$ cat config.mk
export PLATFORM = sky130hd
export DESIGN_NAME = prot_gate
export DESIGN_NICKNAME = d
export VERILOG_FILES = /design/src/rtl/prot_gate_pkg.sv /design/src/rtl/pg_cfg_shadow.sv /design/src/rtl/pg_dbg_gate.sv /design/src/rtl/pg_nvm_guard.sv /design/src/rtl/prot_gate.sv
export SDC_FILE = /design/constraint.sdc
export NUM_CORES = 1
export LEC_CHECK = 0
export ABC_CLOCK_PERIOD_IN_PS = 1900
export BUFFER_PORTS_ARGS = -buffer_cell sky130_fd_sc_hd__buf_2
export CAP_MARGIN = 15
export CORE_AREA = 2 2 105 107
export DETAILED_ROUTE_END_ITERATION = 8
export DIE_AREA = 0 0 107 109
export PLACE_DENSITY = 0.77
export SETUP_SLACK_MARGIN = 0.3
export SLEW_MARGIN = 5
export SYNTH_ARGS = -nofsm -noshare
export SYNTH_HDL_FRONTEND = slang
export SYNTH_SLANG_ARGS = --single-unit
$ cat constraint.sdc
create_clock -name clk -period 1.9 [get_ports clk]
set_input_delay 0.57 -clock clk [delete_from_list [all_inputs] [get_ports clk]]
set_output_delay 0.57 -clock clk [all_outputs]
set_load 0.005 [all_outputs]
$ cat src/rtl/prot_gate_pkg.sv
package prot_gate_pkg;
  localparam int unsigned WORD_W = 32;
  localparam logic [WORD_W-1:0] UNLOCK_KEY = 32'h50FA50FA;
  localparam logic [WORD_W-1:0] ERASED_WORD = '1;
  localparam int unsigned GUARD_BIT = 0;
  localparam int unsigned N_ERASE_SRC = 2;

  typedef struct packed {
    logic [WORD_W-1:0] dbg;
    logic [WORD_W-1:0] sdbg;
    logic [WORD_W-1:0] erprot;
    logic [WORD_W-1:0] guard;
  } cfg_words_t;
endpackage

$ cat src/rtl/pg_cfg_shadow.sv
module pg_cfg_shadow
  import prot_gate_pkg::*;
#(
  parameter int unsigned SYNC_STAGES = 2
) (
  input  logic       clk,
  input  logic       rst_n,
  input  cfg_words_t cfg_in,
  output cfg_words_t cfg_q,
  output logic       cfg_valid
);
  logic [SYNC_STAGES-1:0] sync_q;
  logic                   rel_done;
  logic                   load_en;
  cfg_words_t             cfg_d;
  logic                   valid_d;

  always_ff @(posedge clk or negedge rst_n) begin
    if (!rst_n) sync_q <= '0;
    else        sync_q <= {sync_q[SYNC_STAGES-2:0], 1'b1};
  end

  assign rel_done = sync_q[SYNC_STAGES-1];
  assign load_en  = rel_done & ~cfg_valid;

  always_comb begin
    cfg_d   = cfg_q;
    valid_d = cfg_valid;
    if (load_en) begin
      cfg_d   = cfg_in;
      valid_d = 1'b1;
    end
  end

  always_ff @(posedge clk or negedge rst_n) begin
    if (!rst_n) begin
      cfg_q     <= '{default: ERASED_WORD};
      cfg_valid <= 1'b0;
    end else if (load_en) begin
      cfg_q     <= cfg_d;
      cfg_valid <= valid_d;
    end
  end
endmodule

$ cat src/rtl/pg_dbg_gate.sv
module pg_dbg_gate
  import prot_gate_pkg::*;
(
  input  logic              cfg_valid,
  input  logic [WORD_W-1:0] ns_word,
  input  logic [WORD_W-1:0] s_word,
  input  logic              req,
  input  logic              secure,
  output logic              grant
);
  logic [1:0][WORD_W-1:0] dom_word;
  logic [1:0]             dom_open;

  assign dom_word[0] = ns_word;
  assign dom_word[1] = s_word;

  for (genvar d = 0; d < 2; d++) begin : g_dom
    assign dom_open[d] = (dom_word[d] == UNLOCK_KEY);
  end

  assign grant = cfg_valid & req & dom_open[secure];
endmodule

$ cat src/rtl/pg_nvm_guard.sv
module pg_nvm_guard
  import prot_gate_pkg::*;
(
  input  logic                   clk,
  input  logic                   rst_n,
  input  logic                   cfg_valid,
  input  logic [WORD_W-1:0]      erprot_word,
  input  logic [WORD_W-1:0]      guard_word,
  input  logic [N_ERASE_SRC-1:0] erall_req,
  input  logic                   wr_req,
  input  logic                   er_busy,
  input  logic                   warn,
  output logic [N_ERASE_SRC-1:0] erall_grant,
  output logic                   wr_grant,
  output logic                   er_abort
);
  logic erase_open;
  logic guard_on;
  logic warn_q;
  logic warn_d;
  logic warn_rise;

  assign erase_open = cfg_valid & (erprot_word == ERASED_WORD);
  assign guard_on   = guard_word[GUARD_BIT];

  for (genvar s = 0; s < N_ERASE_SRC; s++) begin : g_src
    assign erall_grant[s] = erase_open & erall_req[s];
  end

  always_comb warn_d = warn;

  always_ff @(posedge clk or negedge rst_n) begin
    if (!rst_n) warn_q <= 1'b0;
    else        warn_q <= warn_d;
  end

  assign warn_rise = warn & ~warn_q;
  assign wr_grant  = cfg_valid & wr_req & ~(guard_on & warn);
  assign er_abort  = cfg_valid & guard_on & er_busy & warn_rise;
endmodule

$ cat src/rtl/prot_gate.sv
module prot_gate
  import prot_gate_pkg::*;
#(
  parameter int unsigned SYNC_STAGES = 2
) (
  input  logic        clk,
  input  logic        rst_n,
  input  logic [31:0] cfg_dbg_word,
  input  logic [31:0] cfg_sdbg_word,
  input  logic [31:0] cfg_erprot_word,
  input  logic [31:0] cfg_guard_word,
  input  logic        dbg_req,
  input  logic        dbg_secure,
  input  logic        erall_req_ctl,
  input  logic        erall_req_ap,
  input  logic        nvm_wr_req,
  input  logic        nvm_er_busy,
  input  logic        pof_warn,
  output logic        dbg_grant,
  output logic        erall_grant_ctl,
  output logic        erall_grant_ap,
  output logic        nvm_wr_grant,
  output logic        nvm_er_abort
);
  cfg_words_t             cfg_raw;
  cfg_words_t             cfg_sh;
  logic                   cfg_valid;
  logic [N_ERASE_SRC-1:0] er_req_v;
  logic [N_ERASE_SRC-1:0] er_gnt_v;

  assign cfg_raw = '{dbg: cfg_dbg_word, sdbg: cfg_sdbg_word,
                     erprot: cfg_erprot_word, guard: cfg_guard_word};

  pg_cfg_shadow #(.SYNC_STAGES(SYNC_STAGES)) u_shadow (
    .clk       (clk),
    .rst_n     (rst_n),
    .cfg_in    (cfg_raw),
    .cfg_q     (cfg_sh),
    .cfg_valid (cfg_valid)
  );

  pg_dbg_gate u_dbg (
    .cfg_valid (cfg_valid),
    .ns_word   (cfg_sh.dbg),
    .s_word    (cfg_sh.sdbg),
    .req       (dbg_req),
    .secure    (dbg_secure),
    .grant     (dbg_grant)
  );

  assign er_req_v = {erall_req_ap, erall_req_ctl};

  pg_nvm_guard u_nvm (
    .clk         (clk),
    .rst_n       (rst_n),
    .cfg_valid   (cfg_valid),
    .erprot_word (cfg_sh.erprot),
    .guard_word  (cfg_sh.guard),
    .erall_req   (er_req_v),
    .wr_req      (nvm_wr_req),
    .er_busy     (nvm_er_busy),
    .warn        (pof_warn),
    .erall_grant (er_gnt_v),
    .wr_grant    (nvm_wr_grant),
    .er_abort    (nvm_er_abort)
  );

  assign erall_grant_ctl = er_gnt_v[0];
  assign erall_grant_ap  = er_gnt_v[1];
endmodule

# --- Yosys cells after proc, flatten, opt, wreduce, memory -nomap -nowiden ---
# Cells that the tools add are included.
totals:
  register_bits: 101
  out_inout_bits: 5
  input_bits: 137
  elab_cells: 29
op_classes:
  bitwise: 16
  order_cmp: 1
  n_mux: 2
  eq_ne: 3
ops:
  columns: ["operator", "count"]
  rows:
  - ["32-bit by 31-bit == test with 1-bit output, second input constant", 2]
  - ["32-bit == test, second input constant", 1]
  - ["1-bit AND", 13]
  - ["1-bit inverter", 3]
  - ["1-bit by 2-bit < comparator with 1-bit output, second input constant", 1]
  - ["1-bit 2-to-1 mux", 2]

# --- Longest topological paths before layout ---
# Gate-level depths: netlist of run 1.
logic_depth:
  ltp_word: 4
  depth_mapped: 5
  ltp_nobuf: 4

# --- Modules after synthesis ---
# Synthesis of run 1 repeated with hierarchy kept, for this count alone.
hier_totals:
  cells_unflattened: 323
  area_unflattened_um2: 5408.9
modules_own_cells:
  columns: ["module", "area_per_inst_um2", "cells_per_inst", "instances"]
  rows:
  - ["pg_cfg_shadow", 5081.1, 276, 1]
  - ["pg_dbg_gate", 193.9, 27, 1]
  - ["pg_nvm_guard", 133.9, 20, 1]

# --- Least setup slack after synthesis of run 1 ---
# No wires, ideal clock.
synth_timing:
  kind: "register to output"
  start: "register u_shadow.cfg_q[92] in the netlist's numbering"
  end: "output dbg_grant"
  stages_incl_launch_ff: 5
  t_arrival_ps: 1423
  slack_ps: -93
  required_time_ps: 1330
  cell_sequence: "dfstp_2 > or4b_1 > nor4_2 > nand4_1 > o22ai_1"
synth_between:
  elab_chain_len: 4
synth_rtl:
  columns: ["element", "line_no", "source"]
  rows:
  - ["from (decl)", "pg_cfg_shadow.sv:9", "output cfg_words_t cfg_q,"]
  - ["from (signal assigned)", "pg_cfg_shadow.sv:40", "cfg_q <= cfg_d;"]
  - ["32-bit by 31-bit == test with 1-bit output", "pg_dbg_gate.sv:18", "assign dom_open[d] = (dom_word[d] == UNLOCK_KEY);"]
  - ["1-bit 2-to-1 mux (not written as such) (2 in series)", "pg_dbg_gate.sv:21", "assign grant = cfg_valid & req & dom_open[secure];"]
  - ["1-bit AND", "pg_dbg_gate.sv:21", null]
  - ["to (decl)", "prot_gate.sv:19", "output logic dbg_grant,"]
# No other way between the ends. The select of a mux whose other input is x is not followed.

# --- Final worst setup path of run 1 ---
# Ends and elaborated chain as after synthesis.

==> flow_summary.ini, run 1 <==
[run_status]
status = complete, but fails checks
violations = setup timing

[drt]
wl_um = 7700
vias = 2479
drt_iter0_markers = 93
drtAntennaViolNets = 0
drc = 0
drtPass1Iterations = 4
wire_per_inst_um = 14.8
viasPerCell = 4.76

[power_and_ir_drop]
power.density_nw_per_um2 = 854
ir_worst_vdd_uv = 607
power_mw = 4.37
p_leak_nw = 2.11

[critical_path]
cp_slowest_stage_delay_ps = 540
path_cells = or4b_4, nor4_4, nand4_1, o22ai_1, buf_2
crit_type = reg -> out
cp.required_ps = 1330
cp_slowest_cell = dfstp_2
arrival_ps = 1970
cp-end-kind = output pin
critPathMaxFanout = 2
crit_path_start_kind = flop
critical_path.top_delay_family = simple AND/OR/NAND/NOR gates
path_buf_inv = 1

[placement]
dp_hpwl_um = 5580
place_area_um2 = 4870
gp_congestion = 0.705
io_buffers = 110

[global_routing]
met3_usage_pct = 5.02
grt.total_usage_pct = 14.3
antenna_found_initial = 0
grt_max_degree = 102
grt_pass1_wl_um = 12700
grt.busiest_layer = met2
globalRouteMet2Util_pct = 23.7
grt.overflow.total = 0
first_global_vias = 2681
grtUsageMet1_pct = 17.5

[synthesis]
ys_seq_elements = 101
syn_area_um2 = 4120
syn_inst = 259
yosys_warnings = 0
yosysSeqAreaShare_pct = 64.3
ys_types = 24
synth.area.top_cells = dfstp_2 62%, mux2_2 27%, dfrtp_1 2.4%
syn_nets = 396
synth_top_cell_area_share_pct = 61.9
avgSynthCellArea_um2 = 15.9
synth_top_cell_by_area = dfstp_2

[timing]
slew_viol_final = 0
post-route-period-util_pct = 134
hold_ws_ps = 277
max_freq_mhz = 394
worst_pin_slew_ps = 510
slew_headroom_pct = 66.0
fin_ws_ps = -641
report.final.setup_viol = 3
setup_tns_ps = -1280
hold_viol = 0
period_needed_ps = 2540
rsz0062_at_grt = yes
finClkSkew_ps = 2.79

[die]
die_y_um = 109
core-area_um2 = 10600
ios = 142
fp.dieArea_um2 = 11700
floorplan.initialDensity_pct = 38.8
fp.dieW_um = 107
fp-row-count = 38

[clock_tree]
clkTransAtPathRegs_ps = 90
cts_tree = built
root_buffer = clkbuf_8
cts_sinks = 101
numCtsBuffers = 9
insertion_delay_ps = 360
cts_buffer_depth = 2
htree_levels = 3

[finish]
post-route-util_pct = 48.2
fill_cells = 940
diodes = 0
area_delta_synth_final_pct = 24.1
final_cell_area_um2 = 5110
layout-drive-gt1-share_pct = 87.9
nNetsFinal = 513

[flow_run]
maxCapViolCount = 0

[min_path]
min_path_type = in -> async
## synthesized netlist by cell type, drive strengths merged
cell type and n:
a21oi 1, and3 1, buf 11, conb 1
dfrtp 4, dfstp 97, inv 2, mux2 97
nand2 6, nand2b 2, nand3 1, nand4 14
nand4bb 2, nor2 3, nor2b 1, nor3 1
nor4 8, nor4b 1, nor4bb 2, o22ai 1
or2 1, or4b 2
## final cells by class
type	count	area (um^2)	share of cell area (%)
well taps	140	175	3.43
multi-input cells	145	1450	28.4
flip-flops and latches	101	2650	51.8
clock buffers	12	155	3.04
clock inverters	4	22.5	0.441
repair buffers	117	651	12.7
inverters	2	7.51	0.147
## cells in the final DEF, fill, tap and decap left out, types with 3 or more instances in the layout
master / Yosys / layout
nand4_1: 14 / 14
buf_4: 3 / 3
buf_2: 8 / 109
clkinv_2: 0 / 3
clkbuf_8: 0 / 11
nand2_1: 6 / 5
nor4_1: 7 / 5
nor2_1: 3 / 3
dfstp_2: 97 / 97
dfrtp_1: 4 / 4
buf_12: 0 / 3
mux2_2: 97 / 97
## report_power, final
part | internal, mW | switching [mW]
Combinational | 0.285 | 0.158
Sequential | 2.57 | 0.126
Clock | 0.542 | 0.683
## worst paths after layout
| check | from | end | slack (ps) | cells after the start |
|---|---|---|---|---|
| min reg2reg | u_shadow.sync_q[0]$_DFF_PN0_ | u_shadow.sync_q[1]$_DFF_PN0_ | 360 | 0 |
| max in group asynchronous | rst_n | u_shadow.cfg_q[70]$_DFFE_PN1P_ | 1230 | 2 |
| min | rst_n | u_nvm.warn_q$_DFF_PN0_ | 280 | 2 |
| max reg2reg | u_shadow.cfg_valid$_DFFE_PN0P_ | u_shadow.cfg_q[87]$_DFFE_PN1P_ | 420 | 4 |
| min in group clk | u_shadow.sync_q[0]$_DFF_PN0_ | u_shadow.sync_q[1]$_DFF_PN0_ | 360 | 0 |
| max | u_shadow.cfg_q[92]$_DFFE_PN1P_ | dbg_grant | -640 | 5 |
## per-layer routing
layer / wire [um] / vias up / share of wire [%]
met4: 93 / 0 / 1.2
met1: 3290 / 1221 / 43
met3: 497 / 10 / 6.5
li1: - / 1180 / -
met2: 3820 / 68 / 50
met5: 0 / - / 0
## through the flow
stage / cells / setup WS [ps]
finish: 521 / -641
floorplan: 259 / -24.0
global placement: 504 / -337
detailed placement: 504 / -302
CTS: 520 / -701
global route: 521 / -795
## cell families (layout without fill, tap and decap cells)
| kind of cell | Yosys count | count (layout) | share of synthesized area (%) |
|---|---|---|---|
| flops | 101 | 101 | 64.3 |
| mux | 97 | 97 | 26.5 |
| simple gates | 45 | 45 | 7.05 |
| buf+inv | 13 | 135 | 1.70 |
| compound gates | 2 | 2 | 0.274 |
| other cells | 1 | 1 | 0.0911 |
## flip-flops by register name, indices dropped and copies added (netlist names)
| signal | count |
|---|---|
| u_shadow.sync_q | 2 |
| u_shadow.cfg_valid | 1 |
| u_nvm.warn_q | 1 |
| u_shadow.cfg_q | 97 |
## what timing repair did
item / 4_1_cts / 5_1_grt
gates resized for setup: 6 / 4
setup buffers: 0 / 1
hold buffers: 0 / 0
endpoints found under the setup margin: 5 / 5
pin swaps: 6 / 4
No activity file was read; power rests on OpenSTA's default activity.
==> inputs of run 2 (changes only) <==
==> constraint.sdc (replaced) <==
create_clock -name clk -period 1.9 [get_ports clk]
set_input_delay 0.475 -clock clk [delete_from_list [all_inputs] [get_ports clk]]
set_output_delay 0.475 -clock clk [all_outputs]
set_load 0.005 [all_outputs]
==> run 2 against run 1 <==
The run still ends with setup timing left. Clock skew grew 9.1 ps. Power grew 3.4%. Clock-buffer cell count is the same. Combinational power grew 0.9%. Global-route usage shrank 0.12 points. Fmax grew 2.0%. Flip-flop and latch count is the same. Critical path depth is the same. Wire length grew 0.77%. Cell count grew 0.38%. Core utilization grew 0.46 points. Largest power group unchanged. Highest routed layer unchanged.
==> flow_summary.ini, run 2 (synthesis gave the netlist of run 1 again) <==
[drt]
wire_per_inst_um = 14.8
viasPerCell = 4.84
drtPass1Iterations = 4
drt_iter0_markers = 115
drc = 0
vias = 2531
wl_um = 7750
drtAntennaViolNets = 0

[die]
fp.dieArea_um2 = 11700
ios = 142
die_y_um = 109
floorplan.initialDensity_pct = 38.8
core-area_um2 = 10600
fp-row-count = 38
fp.dieW_um = 107

[timing]
post-route-period-util_pct = 131
fin_ws_ps = -591
slew_viol_final = 0
finClkSkew_ps = 11.9
hold_ws_ps = 115
max_freq_mhz = 401
report.final.setup_viol = 3
hold_viol = 0
rsz0062_at_grt = yes
period_needed_ps = 2490

[critical_path]
cp.required_ps = 1420
crit_path_start_kind = flop
path_cells = or4b_4, nor4_4, nand4_1, o22ai_2, buf_2
critPathMaxFanout = 2
reg2reg_from = u_shadow.cfg_valid$_DFFE_PN0P_
crit_type = reg -> out
cp_slowest_stage_delay_ps = 530
r2r_cells = 4
worst-r2r-setup-slack_ps = 410
r2r-end = u_shadow.cfg_q[52]$_DFFE_PN1P_
cp_slowest_cell = dfstp_2
cp-end-kind = output pin
arrival_ps = 2020

[finish]
diodes = 0
nNetsFinal = 515
most-common-layout-cells = 109 x buf_2, 97 x mux2_2, 97 x dfstp_2
instances_no_fill = 523
reg.largest.list = u_shadow.cfg_q x97, u_shadow.sync_q x2
layout-drive-gt1-share_pct = 88.3
final_cell_area_um2 = 5160
largest_reg_flops = 97
area_delta_synth_final_pct = 25.3
layout_commonest_cell = buf_2
regMostFlops = u_shadow.cfg_q

[placement]
dp_hpwl_um = 5720
io_buffers = 110
gp_congestion = 0.694
place_area_um2 = 4890
dp_slack_ps = -252
dp.cells = 505

[global_routing]
antenna_found_initial = 0
grt_max_degree = 60
grt.overflow.total = 0
grt_pass1_wl_um = 12600
grt.total_usage_pct = 14.1
first_global_vias = 2726

[clock_tree]
numCtsBuffers = 9
htree_levels = 3
cts_tree = built
insertion_delay_ps = 360
clkTransAtPathRegs_ps = 90
cts_buffer_depth = 2
root_buffer = clkbuf_8
cts_sinks = 101

[power_and_ir_drop]
ir_worst_vdd_uv = 415
power.density_nw_per_um2 = 875
p_leak_nw = 2.14

[run_status]
status = complete, but fails checks
violations = setup timing

[min_path]
min_path_type = in -> async

[flow_run]
maxCapViolCount = 0
==> run 2: changes by cell type in the layout (fill, tap and decap cells not counted), sizes merged <==
cell	change
bufinv	+1
clkinv	-1
buf	+2
==> run 2: through the flow <==
stage               util (%)  power [mW]  setup TNS, ps
floorplan                  -        2.93              0
global placement        46.1        3.13           -226
detailed placement      46.1        3.17           -252
CTS                     48.5        4.59          -1160
global route            48.6        4.76          -1390
finish                  48.6        4.51          -1070
==> run 2: where the power goes <==
group / switching (mW) / internal (mW) / total [mW]
Sequential: 0.124 / 2.57 / 2.69
Clock: 0.692 / 0.678 / 1.37
Combinational: 0.157 / 0.290 / 0.447
Total: 0.973 / 3.54 / 4.51
==> run 2: worst max-delay path, delay by kind of cell (launching register included) <==
kind	cells	cell delay [ps]
AND/OR/NAND/NOR	3	790
flip-flops	1	530
AO/OA/AOI/OAI	1	200
buffers and inverters	1	140
==> run 2: layer usage <==
layer	wire length (um)	vias to the layer above	GRT usage (%)
met4	89	0	5.57
met5	0	-	0
met2	3950	69	24.7
li1	-	1179	-
met1	3280	1275	16.6
met3	435	8	4.00
==> run 2: how the worst max path moves through the flow <==
stage	start	endpoint	slack (ps)	cells after the start
detailed placement	u_shadow.cfg_q[92]$_DFFE_PN1P_	dbg_grant	-250	5
floorplan	u_shadow.cfg_q[92]$_DFFE_PN1P_	dbg_grant	70	4
finish	u_shadow.cfg_q[92]$_DFFE_PN1P_	dbg_grant	-590	5
global route	u_shadow.cfg_q[92]$_DFFE_PN1P_	dbg_grant	-680	5
global placement	u_shadow.cfg_q[92]$_DFFE_PN1P_	dbg_grant	-230	5
CTS	u_shadow.cfg_q[92]$_DFFE_PN1P_	dbg_grant	-630	5
==> run 2: cell type report <==
cell class | instances | area (um^2)
flip-flops and latches | 101 | 2650
clock inverters | 4 | 47.5
well taps | 140 | 175
clock buffers | 12 | 155
repair buffers | 119 | 674
fillers | 939 | 5450
inverters | 2 | 7.51
multi-input cells | 145 | 1450
==> run 2: timing repair <==
| item | CTS | global route |
|---|---|---|
| pin swaps | 5 | 2 |
| setup buffers | 2 | 0 |
| setup endpoints to repair | 5 | 5 |
| hold buffers | 0 | 0 |
| resized for setup | 6 | 3 |
